**src/rtl/gpio_bank_pkg.sv**
```systemverilog
package gpio_bank_pkg;
  localparam int unsigned PINS_PER_BANK = 32;
  localparam int unsigned CTRL_WORD0    = 64;          // 0x100 >> 2
  localparam logic [6:0]  LOCK_ROW      = 7'h28;       // 0x500 >> 5
  localparam logic [11:0] KEY_ADDR      = 12'h520;
  localparam logic [31:0] KEY_VALUE     = 32'h00A5A501;

  typedef enum logic [2:0] {
    GRP_OUT  = 3'd0,
    GRP_IN   = 3'd1,
    GRP_OSET = 3'd2,
    GRP_OCLR = 3'd3,
    GRP_PEND = 3'd4,
    GRP_MSET = 3'd5,
    GRP_MCLR = 3'd6,
    GRP_NONE = 3'd7
  } grp_e;

  typedef struct packed {
    logic oset;
    logic oclr;
    logic pclr;
    logic mset;
    logic mclr;
    logic lock;
  } bank_wr_t;
endpackage

```
**src/rtl/gpio_addr_dec.sv**
```systemverilog
module gpio_addr_dec
  import gpio_bank_pkg::*;
#(
  parameter int unsigned NUM_BANKS = 2,
  localparam int unsigned NP = NUM_BANKS * PINS_PER_BANK
) (
  input  logic                 wr_i,
  input  logic [11:0]          addr_i,
  input  logic [31:0]          wdata_i,
  output bank_wr_t [NUM_BANKS-1:0] bwr_o,
  output logic [NP-1:0]        ctrl_we_o,
  output logic                 key_hit_o,
  output grp_e                 grp_o,
  output logic [2:0]           bank_o,
  output logic                 low_ok_o,
  output logic                 lock_ok_o,
  output logic                 ctrl_ok_o,
  output logic [9:0]           word_o
);
  logic aligned, bank_ok;

  always_comb begin
    aligned   = (addr_i[1:0] == 2'b00);
    grp_o     = grp_e'(addr_i[7:5]);
    bank_o    = addr_i[4:2];
    word_o    = addr_i[11:2];
    bank_ok   = int'(bank_o) < int'(NUM_BANKS);
    low_ok_o  = aligned && bank_ok && (addr_i[11:8] == 4'h0);
    lock_ok_o = aligned && bank_ok && (addr_i[11:5] == LOCK_ROW);
    ctrl_ok_o = aligned && (int'(word_o) >= int'(CTRL_WORD0))
                && (int'(word_o) < int'(CTRL_WORD0 + NP));
    key_hit_o = wr_i && (addr_i == KEY_ADDR) && (wdata_i == KEY_VALUE);
  end

  for (genvar b = 0; b < NUM_BANKS; b++) begin : g_bank_dec
    logic sel;
    assign sel = wr_i && (bank_o == 3'(b));
    assign bwr_o[b].oset = sel && low_ok_o && (grp_o == GRP_OSET);
    assign bwr_o[b].oclr = sel && low_ok_o && (grp_o == GRP_OCLR);
    assign bwr_o[b].pclr = sel && low_ok_o && (grp_o == GRP_PEND);
    assign bwr_o[b].mset = sel && low_ok_o && (grp_o == GRP_MSET);
    assign bwr_o[b].mclr = sel && low_ok_o && (grp_o == GRP_MCLR);
    assign bwr_o[b].lock = sel && lock_ok_o;
  end

  for (genvar p = 0; p < NP; p++) begin : g_ctrl_dec
    assign ctrl_we_o[p] = wr_i && ctrl_ok_o && (word_o == 10'(CTRL_WORD0 + p));
  end
endmodule

```
**src/rtl/gpio_bank_regs.sv**
```systemverilog
module gpio_bank_regs
  import gpio_bank_pkg::*;
#(
  parameter int unsigned PW = PINS_PER_BANK
) (
  input  logic          clk,
  input  logic          rst_n,
  input  bank_wr_t      bwr_i,
  input  logic [PW-1:0] ctrl_we_i,
  input  logic [31:0]   wdata_i,
  input  logic          arm_i,
  input  logic [PW-1:0] evt_i,
  output logic [PW-1:0] out_o,
  output logic [PW-1:0] dir_o,
  output logic [PW-1:0] pend_o,
  output logic [PW-1:0] mask_o,
  output logic [PW-1:0] lock_o,
  output logic          irq_o
);
  logic [PW-1:0] out_q, dir_q, pend_q, mask_q, lock_q;
  logic [PW-1:0] out_d, dir_d, pend_d, mask_d, lock_d;
  logic [PW-1:0] wbits, free;
  logic          out_en, dir_en, mask_en, lock_en;
  logic          live_q;

  always_comb begin
    wbits   = wdata_i[PW-1:0];
    free    = ~lock_q;
    out_en  = bwr_i.oset || bwr_i.oclr;
    dir_en  = |(ctrl_we_i & free);
    mask_en = bwr_i.mset || bwr_i.mclr;
    lock_en = bwr_i.lock && arm_i;

    out_d = out_q;
    if (bwr_i.oset) out_d = out_d | (wbits & free);
    if (bwr_i.oclr) out_d = out_d & ~(wbits & free);

    for (int i = 0; i < int'(PW); i++)
      dir_d[i] = (ctrl_we_i[i] && free[i]) ? wdata_i[0] : dir_q[i];

    pend_d = (pend_q & ~(bwr_i.pclr ? wbits : '0)) | evt_i;

    mask_d = mask_q;
    if (bwr_i.mset) mask_d = mask_d | wbits;
    if (bwr_i.mclr) mask_d = mask_d & ~wbits;

    lock_d = wbits;
  end

  always_ff @(posedge clk or negedge rst_n) begin
    if (!rst_n) begin
      out_q  <= '0;
      dir_q  <= '1;
      pend_q <= '0;
      mask_q <= '1;
      lock_q <= '1;
      live_q <= 1'b0;
    end else begin
      live_q <= 1'b1;
      if (out_en)  out_q  <= out_d;
      if (dir_en)  dir_q  <= dir_d;
      pend_q <= pend_d;
      if (mask_en) mask_q <= mask_d;
      if (lock_en) lock_q <= lock_d;
    end
  end

  assign out_o  = out_q;
  assign dir_o  = dir_q;
  assign pend_o = pend_q;
  assign mask_o = mask_q;
  assign lock_o = lock_q;
  assign irq_o  = |(pend_q & ~mask_q);

  AST_LOCK_NEEDS_KEY: assert property (@(posedge clk) disable iff (!rst_n)
    live_q && !$stable(lock_q) |-> $past(bwr_i.lock && arm_i));
  AST_LOCKED_OUT_HOLDS: assert property (@(posedge clk) disable iff (!rst_n)
    live_q |-> (((out_q ^ $past(out_q)) & $past(lock_q)) == '0));
  AST_LOCKED_DIR_HOLDS: assert property (@(posedge clk) disable iff (!rst_n)
    live_q |-> (((dir_q ^ $past(dir_q)) & $past(lock_q)) == '0));
  AST_EVT_SETS_PEND: assert property (@(posedge clk) disable iff (!rst_n)
    live_q |-> ((pend_q & $past(evt_i)) == $past(evt_i)));
  AST_W1C_CLEARS: assert property (@(posedge clk) disable iff (!rst_n)
    live_q && $past(bwr_i.pclr) |->
      ((pend_q & $past(wbits & ~evt_i)) == '0));
  AST_IRQ_ON_EVT: assert property (@(posedge clk) disable iff (!rst_n)
    live_q && $past(!bwr_i.mset && (|(evt_i & ~mask_q))) |-> irq_o);
endmodule

```
**src/rtl/gpio_bank_ctrl.sv**
```systemverilog
module gpio_bank_ctrl
  import gpio_bank_pkg::*;
#(
  parameter int unsigned NUM_BANKS = 2,
  localparam int unsigned NP = NUM_BANKS * PINS_PER_BANK
) (
  input  logic                 clk,
  input  logic                 rst_n,
  input  logic                 bus_wr,
  input  logic [11:0]          bus_addr,
  input  logic [31:0]          bus_wdata,
  output logic [31:0]          bus_rdata,
  input  logic [NP-1:0]        pin_in,
  input  logic [NP-1:0]        pin_evt,
  output logic [NP-1:0]        pin_out,
  output logic [NP-1:0]        pin_dir_in,
  output logic [NUM_BANKS-1:0] bank_irq
);
  localparam int unsigned PW = PINS_PER_BANK;

  bank_wr_t [NUM_BANKS-1:0] bwr;
  logic [NP-1:0] ctrl_we;
  logic          key_hit, low_ok, lock_ok, ctrl_ok;
  grp_e          grp;
  logic [2:0]    bank_sel;
  logic [9:0]    word;
  logic          arm_q, arm_d;

  logic [PW-1:0] out_b  [NUM_BANKS];
  logic [PW-1:0] pend_b [NUM_BANKS];
  logic [PW-1:0] mask_b [NUM_BANKS];
  logic [PW-1:0] lock_b [NUM_BANKS];

  gpio_addr_dec #(.NUM_BANKS(NUM_BANKS)) u_dec (
    .wr_i(bus_wr), .addr_i(bus_addr), .wdata_i(bus_wdata),
    .bwr_o(bwr), .ctrl_we_o(ctrl_we), .key_hit_o(key_hit),
    .grp_o(grp), .bank_o(bank_sel), .low_ok_o(low_ok),
    .lock_ok_o(lock_ok), .ctrl_ok_o(ctrl_ok), .word_o(word)
  );

  // key arming: any write replaces it, only a key hit sets it
  always_comb arm_d = bus_wr ? key_hit : arm_q;

  always_ff @(posedge clk or negedge rst_n) begin
    if (!rst_n) arm_q <= 1'b0;
    else        arm_q <= arm_d;
  end

  for (genvar b = 0; b < NUM_BANKS; b++) begin : g_bank
    gpio_bank_regs #(.PW(PW)) u_regs (
      .clk(clk), .rst_n(rst_n), .bwr_i(bwr[b]),
      .ctrl_we_i(ctrl_we[b*PW +: PW]), .wdata_i(bus_wdata), .arm_i(arm_q),
      .evt_i(pin_evt[b*PW +: PW]),
      .out_o(out_b[b]), .dir_o(pin_dir_in[b*PW +: PW]),
      .pend_o(pend_b[b]), .mask_o(mask_b[b]), .lock_o(lock_b[b]),
      .irq_o(bank_irq[b])
    );
    assign pin_out[b*PW +: PW] = out_b[b];
  end

  always_comb begin
    bus_rdata = '0;
    for (int b = 0; b < int'(NUM_BANKS); b++) begin
      if (bank_sel == 3'(b)) begin
        if (low_ok) begin
          case (grp)
            GRP_OUT:            bus_rdata = out_b[b];
            GRP_IN:             bus_rdata = pin_in[b*PW +: PW];
            GRP_PEND:           bus_rdata = pend_b[b];
            GRP_MSET, GRP_MCLR: bus_rdata = mask_b[b];
            default:            bus_rdata = '0;
          endcase
        end
        if (lock_ok) bus_rdata = lock_b[b];
      end
    end
    for (int p = 0; p < int'(NP); p++)
      if (ctrl_ok && (word == 10'(CTRL_WORD0 + p)))
        bus_rdata = {31'b0, pin_dir_in[p]};
  end

  AST_KEY_ONE_SHOT: assert property (@(posedge clk) disable iff (!rst_n)
    arm_q && bus_wr && !key_hit |=> !arm_q);
  AST_ARM_ONLY_FROM_KEY: assert property (@(posedge clk) disable iff (!rst_n)
    !arm_q && !key_hit |=> !arm_q);
endmodule

```
**config.mk**
```make
export PLATFORM = sky130hd
export DESIGN_NAME = gpio_bank_ctrl
export DESIGN_NICKNAME = d
export VERILOG_FILES = /design/src/rtl/gpio_bank_pkg.sv /design/src/rtl/gpio_addr_dec.sv /design/src/rtl/gpio_bank_regs.sv /design/src/rtl/gpio_bank_ctrl.sv
export SDC_FILE = /design/constraint.sdc
export NUM_CORES = 1
export LEC_CHECK = 0
export CAP_MARGIN = 15
export CORE_MARGIN = 5
export CORE_UTILIZATION = 50
export CTS_BUF_LIST = sky130_fd_sc_hd__clkbuf_2 sky130_fd_sc_hd__clkbuf_4 sky130_fd_sc_hd__clkbuf_8
export DETAILED_ROUTE_END_ITERATION = 6
export DONT_BUFFER_PORTS = 1
export PLACE_DENSITY = 0.62
export SLEW_MARGIN = 20
export SYNTH_ARGS = -nofsm -noshare
export SYNTH_HDL_FRONTEND = slang
export SYNTH_SLANG_ARGS = --single-unit
```
**constraint.sdc**
```tcl
create_clock -name clk -period 2.45 [get_ports clk]
set_input_delay 0.3675 -clock clk [delete_from_list [all_inputs] [get_ports clk]]
set_output_delay 0.3675 -clock clk [all_outputs]
set_load 0.05 [all_outputs]
```
* Word-level counts from Yosys, hierarchy flattened
Index checks and enable logic that the tools add are counted.
** Cells by class
- Add/subtract/negate cells :: 0
- Multiply operators :: 0
- Div/mod/pow operators :: 0
- Magnitude comparators :: 3
- Equal/unequal tests :: 74
- Shift operators :: 0
- Muxes and demuxes :: 82
- Bitwise logic cells :: 27
- Reductions and logical operators :: 295
** Operator list (count)
- $mux W32 :: 80
- $eq A10 B7 Y1 const B :: 64
- $and A32 B32 Y32 :: 12
- $not A32 Y32 :: 9
- $pmux W32 S4 :: 2
- $logic_and A1 B1 Y1 :: 218
- $or A32 B32 Y32 :: 6
- $reduce_and A2 Y1 :: 64
- $reduce_or A32 Y1 :: 4
- $eq A32 B24 Y1 const B :: 1
- $eq A12 B11 Y1 const B :: 1
- $ge A10 B7 Y1 const B :: 1
- $lt A10 B8 Y1 const B :: 1
- $eq A3 B3 Y1 const B :: 3
- $eq A7 B6 Y1 const B :: 1
- $eq A3 B1 Y1 const B :: 2
- $eq A3 B2 Y1 const B :: 2
- $logic_not A3 Y1 :: 2
- $logic_not A4 Y1 :: 1
- $logic_or A1 B1 Y1 :: 4
- $lt A3 B2 Y1 const B :: 1
- $logic_not A2 Y1 :: 1
- $reduce_or A2 Y1 :: 1
** Word-level totals
- Bits in registers :: 321
- Bits in latches :: 0
- Bits in writable memories :: 0
- Bits in read-only memories :: 0
- Output and inout bits :: 162
- Logic and storage cells :: 554
- Memories kept :: 0

* Longest topological paths before layout
Gate-level depths: netlist (run 1).
- Word-level depth :: 73
- Mapped depth :: 10

* Cells and area by module
A second synthesis (run 1) with hierarchy kept.
** Unflattened totals
- Cells, all modules :: 1999
- Area total of the unflattened synthesis :: 18779.3 sq um
** By module, submodules not included
- gpio_bank_regs :: times used 2, cells each 556, area each 6769.0 sq um
- gpio_bank_ctrl :: times used 1, cells each 722, area each 4332.9 sq um
- gpio_addr_dec :: times used 1, cells each 165, area each 908.4 sq um

* Least setup slack after synthesis (run 1)
OpenSTA, ideal clock, no wires.
- Path type :: input to output
- From :: input bus_addr[7]
- To :: output bus_rdata[6]
- Arrival time :: 2.737 ns
- Data required time :: 2.082 ns
- Slack :: -0.654 ns
- Cell stages on the path :: 9
- Buffers on the path :: 3
- Cell sequence :: buf_4 nor2_4 nand3_2 nor4_4 buf_4 or2_1 buf_6 nand2_4 o32ai_1
** On the way
- Word-level cells in the longest chain between the ends :: 73
- Elaborated cells between the ends (all ways) :: 212
- Those cells by class :: order compare (2); eq/ne (69); mux (72); reduce/logical (69)
** Ends and longest elaborated chain
- from (decl) :: RTL line gpio_bank_ctrl.sv:10 : input logic [11:0] bus_addr,
- $eq A3 B3 Y1 :: RTL line gpio_bank_ctrl.sv:66 : case (grp)
- $reduce_or A2 Y1 :: RTL line gpio_bank_ctrl.sv:66
- $pmux W32 S4 :: RTL line gpio_bank_ctrl.sv:66
- $mux W32 :: RTL line gpio_bank_ctrl.sv:65 : if (low_ok) begin
- $mux W32 :: RTL line gpio_bank_ctrl.sv:74 : if (lock_ok) bus_rdata = lock_b[b];
- $mux W32 :: RTL line gpio_bank_ctrl.sv:64 : if (bank_sel == 3'(b)) begin
- $mux W32 :: RTL line gpio_bank_ctrl.sv:65
- $mux W32 :: RTL line gpio_bank_ctrl.sv:74
- $mux W32 :: RTL line gpio_bank_ctrl.sv:64
- $mux W32 (63 in a row) :: RTL line gpio_bank_ctrl.sv:78 : if (ctrl_ok && (word == 10'(CTRL_WORD0 + p)))
- $mux W32 * :: RTL line gpio_bank_ctrl.sv:78
- to (decl) :: RTL line gpio_bank_ctrl.sv:12 : output logic [31:0] bus_rdata,
Mark *: on every way between the ends. The rest lies on a longest branch, timed or not.

* Final worst setup path (run 1)
- From :: register g_bank[0].u_regs.dir_q[25]
- To :: output bus_rdata[0]
** On the way
- Word-level cells in the longest chain between the ends :: 39
** Ends and longest elaborated chain
- from (decl) :: RTL line gpio_bank_regs.sv:20 : logic [PW-1:0] out_q, dir_q, pend_q, mask_q, lock_q;
- from (signal assigned) :: RTL line gpio_bank_regs.sv:61 : if (dir_en) dir_q <= dir_d;
- $mux W32 (39 in a row) :: RTL line gpio_bank_ctrl.sv:78
No other way between the ends.

==> flow_summary.ini, run 1 <==
[route]
drc = 0
antenna_left = 0
via_count = 17700
wirelength_um = 81000
drt_iter0_markers = 2190
drt-vias-per-instance = 6.56
wire_per_inst_um = 30.0
drtPass1Iterations = 6

[sta]
rsz0062_at_grt = true
fin_crit_sh = 1.18
period_minus_slack_ps = 2890
timing.slew.headroom = 0.531
final-setup-viol-count = 24
fin_skew_ps = 26.3
max_freq_mhz = 346
hold-worst-slack_ps = -596
tightest_slew_ps = 701
final-hold-violation-count = 321
slew_violations = 0
fin_ws_ps = -438

[power]
p_leak_nw = 9.98
peakVddDrop_uv = 449
powerDensity_mw_per_mm2 = 495

[synthesis]
ys.flop_type = dfstp_2
synth.yosys.seq_area_share = 0.456
synth_seq_cells = 321
syn_inst = 1882
syn_area_per_cell_um2 = 9.65
syn_nets = 2057
synth_edf_count = 0
synth.distinct_cells = 71
synth_area_mm2 = 0.0182
yosysWarnings = 0
synthArstFlopShare = 1.00

[placed_design]
gp_congestion = 0.988
dp.cells = 2458
port_buffers = 0
dp_hpwl_um = 55300

[floorplan]
chipWidth_um = 201
core_mm2 = 0.0357
start_util = 0.508
die_area_mm2 = 0.0402
io_pins = 337
rows = 69
die_h_um = 201

[final_layout]
layoutNonFillerInstCount = 2695
layout_commonest_cell = a21oi_1
syn2layout_area_growth_pct = 33.3
multiInputGateArea_mm2 = 0.00988
nets = 2345
fin_util = 0.677
fillers = 2857
layout-drive-gt1-share = 0.428
final_cell_mix = a21oi_1 (280), buf_4 (234), dfstp_2 (192)
final-seq-area_mm2 = 0.00828

[clock_network]
clock-root-buffer = clkbuf_8
cts_tree = done
clk_pin_slew_ps = 60
cts-buffers-inserted = 58
htreeDepth = 2
hold_buffers = 97
numClockSinks = 321
clk_latency_ps = 670
clk_path_buf_depth = 3

[worst_setup_path]
crit_buf_inv = 2
path_class = reg -> out
path_max_fanout = 3
cp.arrival_ps = 2520
cp_top_family = compound AO/OA/AOI/OAI gates
crit_path_frequent_cell = a21oi_1
cp-end-kind = primary output
path_cells = buf_6 > a21oi_1 > o21ai_0 > a21oi_1 > o21ai_1 > o211ai_1 > a21oi_4 > buf_12
worstPathRequired_ps = 2080
slowest_stage = dfstp_2
max_stage_delay_ps = 560
worst_setup_path_start_kind = flip-flop

[global_route]
first_global_vias = 17200
grt_start_max_net_pins = 322
track_usage = 0.385
grt_pass1_wl_um = 118000
grt_antenna_before_repair = 17
gr-total-overflow = 0

[outcome]
violations = negative hold slack, negative setup slack
status = complete, but fails checks

[worst_hold_path]
hold_class = in -> async

[flow_run]
drv_cap = 0
kinds of logic after synthesis:
group           synth area share
flops                      0.456
buf+inv                   0.0601
simple gates               0.129
xor+xnor                0.000482
compound gates             0.220
mux                        0.135
synthesized netlist by cell type (5+ instances only):
cell      count  area share
nor4b_1       5      0.0024
o211ai_1      6      0.0025
nor4_1        8      0.0028
nor2_2        5      0.0017
buf_2        56       0.015
mux2_2      143       0.089
buf_4        20      0.0083
a221o_1       9      0.0050
a221oi_1     37       0.018
a22oi_1      25       0.010
mux2i_1      69       0.038
nand4_1       6      0.0021
a21o_1       68       0.028
dfrtp_1     129        0.18
nor3_1       75       0.021
nor2_1       73       0.015
o21ai_0      98       0.027
a21oi_1     300       0.083
o22ai_1      30       0.010
inv_1        75       0.016
nand3_1      22      0.0061
dfstp_2     192        0.28
buf_6         7      0.0043
nor2b_1      75       0.026
o32ai_2      20       0.018
mux2_1       13      0.0081
clkbuf_1     78       0.016
nand2_1     164       0.034
through the flow:
| stage | power (mW) | setup TNS [ps] | worst slack [ps] | hold WS (ps) | instance area [um^2] |
|---|---|---|---|---|---|
| after floorplan | 6.00 | -1840 | -156 | 71.9 | 18500 |
| after global placement | 6.04 | -574 | -42.6 | 84.0 | 21000 |
| after detailed placement | 6.04 | -1250 | -71.0 | 81.8 | 21000 |
| after CTS | 12.0 | -2130 | -425 | -625 | 23900 |
| after global routing | 12.3 | -2750 | -535 | -616 | 24200 |
| final | 12.0 | -1560 | -438 | -596 | 24200 |
report_power, final:
part / internal, mW / switching (mW)
registers: 5.33 / 0.00598
clock network: 3.24 / 2.43
logic: 0.420 / 0.565
total: 8.99 / 3.00
worst register-to-register path: cells and delay by family, from the launching register on:
kind,cells,cell delay [ps]
buffers and inverters,1,290
AND/OR/NAND/NOR,2,420
multiplexers,1,370
flip-flops,1,370
what timing repair did:
item | in CTS | in global routing
setup endpoints to repair | 34 | 34
endpoints found under the hold margin | 638 | 321
pin swaps | 68 | 79
buffers inserted | 17 | 9
gates resized for setup | 163 | 91
layout make-up:
| cell class | count | area share |
|---|---|---|
| antenna | 16 | 0.00165 |
| clock buffer | 98 | 0.0505 |
| clock inverter | 10 | 0.00346 |
| inverter | 76 | 0.0118 |
| multi-input combinational | 1323 | 0.408 |
| sequential | 321 | 0.342 |
| tap | 461 | 0.0238 |
| timing repair buffer | 390 | 0.159 |
metal layers:
layer / up-vias / track usage / part of all wire
li1: 7431 / - / -
met1: 8761 / 0.502 / 0.38
met2: 1215 / 0.593 / 0.45
met3: 268 / 0.120 / 0.12
met4: 12 / 0.170 / 0.051
met5: - / 0 / 0.0010
final timing paths:
check | from | to | slack, ps | cells past startpoint
min reg2reg | g_bank[0].u_regs.pend_o[0] | g_bank[0].u_regs.pend_o[0] | 490 | 1
max in group asynchronous | rst_n | g_bank[0].u_regs.out_o[25] | 2520 | 0
max reg2reg | arm_q | g_bank[0].u_regs.lock_o[25] | 900 | 4
max | g_bank[0].u_regs.dir_o[25] | bus_rdata[0] | -440 | 8
min | rst_n | g_bank[1].u_regs.out_o[7] | -600 | 0
min in group clk | bus_wdata[26] | g_bank[1].u_regs.out_o[26] | 50 | 2
Note: power is estimated with default switching activity, not from simulation.
==> run 2: changes to the inputs <==
--- a/config.mk
+++ b/config.mk
@@ -9,9 +9,10 @@
 export CORE_MARGIN = 5
 export CORE_UTILIZATION = 50
 export CTS_BUF_LIST = sky130_fd_sc_hd__clkbuf_2 sky130_fd_sc_hd__clkbuf_4 sky130_fd_sc_hd__clkbuf_8
+export CTS_CLUSTER_SIZE = 28
 export DETAILED_ROUTE_END_ITERATION = 6
 export DONT_BUFFER_PORTS = 1
-export PLACE_DENSITY = 0.62
+export PLACE_DENSITY_LB_ADDON = 0.05
 export SLEW_MARGIN = 20
 export SYNTH_ARGS = -nofsm -noshare
 export SYNTH_HDL_FRONTEND = slang
==> run 2 against run 1 <==
Clock skew about the same. Die area unchanged. Via count down 0.93%. Worst hold slack worse by 14 ps. Global-route usage up 0.57 points. Critical path type unchanged. Non-clock buffer count unchanged. Cell count down 0.37%. The run still ends with negative hold slack, negative setup slack left. Combinational power about the same.
==> flow_summary.ini, run 2 (synthesis results as in run 1) <==
[outcome]
status = complete, but fails checks
violations = negative hold slack, negative setup slack

[power]
peakVddDrop_uv = 458
powerDensity_mw_per_mm2 = 497
p_leak_nw = 9.97

[sta]
fin_ws_ps = -501
final-hold-violation-count = 321
tightest_slew_ps = 739
timing.slew.headroom = 0.506
hold-worst-slack_ps = -610
rsz0062_at_grt = true
slew_violations = 0
period_minus_slack_ps = 2950
final-setup-viol-count = 25
fin_crit_sh = 1.20
max_freq_mhz = 339
fin_skew_ps = 26.4

[global_route]
grt_pass1_wl_um = 119000
first_global_vias = 17300
track_usage = 0.390
grt_antenna_before_repair = 5
gr-total-overflow = 0
grt_start_max_net_pins = 322

[clock_network]
clk_pin_slew_ps = 60
clock-root-buffer = clkbuf_8
cts_tree = done
cts-buffers-inserted = 57
htreeDepth = 2
numClockSinks = 321
clk_latency_ps = 690
hold_buffers = 97
clk_path_buf_depth = 3

[final_layout]
fillers = 2860
finalInstanceArea_mm2 = 0.0241
fin_util = 0.673
layout_commonest_cell = a21oi_1
layoutNonFillerInstCount = 2685
final_cell_mix = a21oi_1 (285), buf_4 (241), dfstp_2 (192)
layout-drive-gt1-share = 0.425
syn2layout_area_growth_pct = 32.5
nets = 2344

[worst_setup_path]
cp.arrival_ps = 2580
worst_setup_path_start_kind = flip-flop
worstPathRequired_ps = 2080
cp-end-kind = primary output
path_max_fanout = 2
path_class = reg -> out

[floorplan]
start_util = 0.508
rows = 69
die_area_mm2 = 0.0402
io_pins = 337
die_h_um = 201
core_mm2 = 0.0357
chipWidth_um = 201

[placed_design]
gp_congestion = 0.991
port_buffers = 0
dp.cells = 2450
dp_hpwl_um = 55900
post_dp_cell_area_mm2 = 0.0209
pre_cts_slack_ps = -65.6

[route]
met2WireLength_um = 36100
drtPass1Iterations = 6
drt-vias-per-instance = 6.53
highest_layer = met5
wire_per_inst_um = 30.4
drt_iter0_markers = 2005
drc = 0
antenna_left = 0
wirelength_um = 81700
routed-wl-met3_um = 9310
via_count = 17500
wl_met1_um = 32000

[flow_run]
drv_cap = 0

[worst_hold_path]
hold_class = in -> async
==> run 2: path summary, 6_finish.rpt <==
check / from / endpoint / slack [ps] / depth (start not counted)
min in group clk: bus_wdata[29] / g_bank[0].u_regs.out_o[29] / 60 / 2
max in group asynchronous: rst_n / g_bank[0].u_regs.pend_o[26] / 2500 / 0
worst max-delay path: g_bank[0].u_regs.out_o[0] / bus_rdata[0] / -500 / 8
worst min register to register: g_bank[1].u_regs.pend_o[0] / g_bank[1].u_regs.pend_o[0] / 490 / 1
worst max register to register: arm_q / g_bank[0].u_regs.lock_o[8] / 970 / 4
worst min-delay path: rst_n / g_bank[1].u_regs.out_o[10] / -610 / 0
==> run 2: worst max-delay path: stages (launching register included) <==
cell	delay, ps
dfrtp_1	380
nor2b_4	130
a211o_1	300
a32o_2	290
nand3_2	90
a32oi_2	100
o211ai_1	340
a21oi_4	110
buf_12	160
==> run 2: where the power goes <==
part	leakage, nW	switching (mW)	internal, mW
sequential	3.44	0.00581	5.33
combinational	5.85	0.559	0.423
clock	0.687	2.54	3.12
==> run 2: final cells by class <==
type	instances	area, um^2	share of cell area
Multi-Input combinational cell	1323	9840	0.409
Sequential cell	321	8280	0.344
Timing Repair Buffer	390	3800	0.158
Clock buffer	96	1160	0.0484
Tap cell	461	577	0.0240
Inverter	76	285	0.0119
Clock inverter	12	104	0.00431
Antenna cell	6	15.0	0.000624
==> run 2: routing by layer <==
layer  GRT usage  up-vias
met5           0        -
met4       0.168        4
met3       0.125      233
met2       0.588     1109
met1       0.521     8744
li1            -     7433
==> run 2: stage by stage <==
stage / TNS (ps) / power (mW) / hold slack [ps]
after floorplan: -1840 / 6.00 / 71.9
after global routing: -4180 / 12.3 / -637
after global placement: -224 / 6.05 / 84.5
after CTS: -2670 / 11.9 / -644
after detailed placement: -359 / 6.05 / 82.7
final: -2320 / 12.0 / -610
==> run 2: timing repair <==
item,CTS,global route
cloned,0,0
resized for setup,157,66
pin swaps,74,54
endpoints found under the setup margin,34,34
endpoints found under the hold margin,641,321
setup buffers,19,10
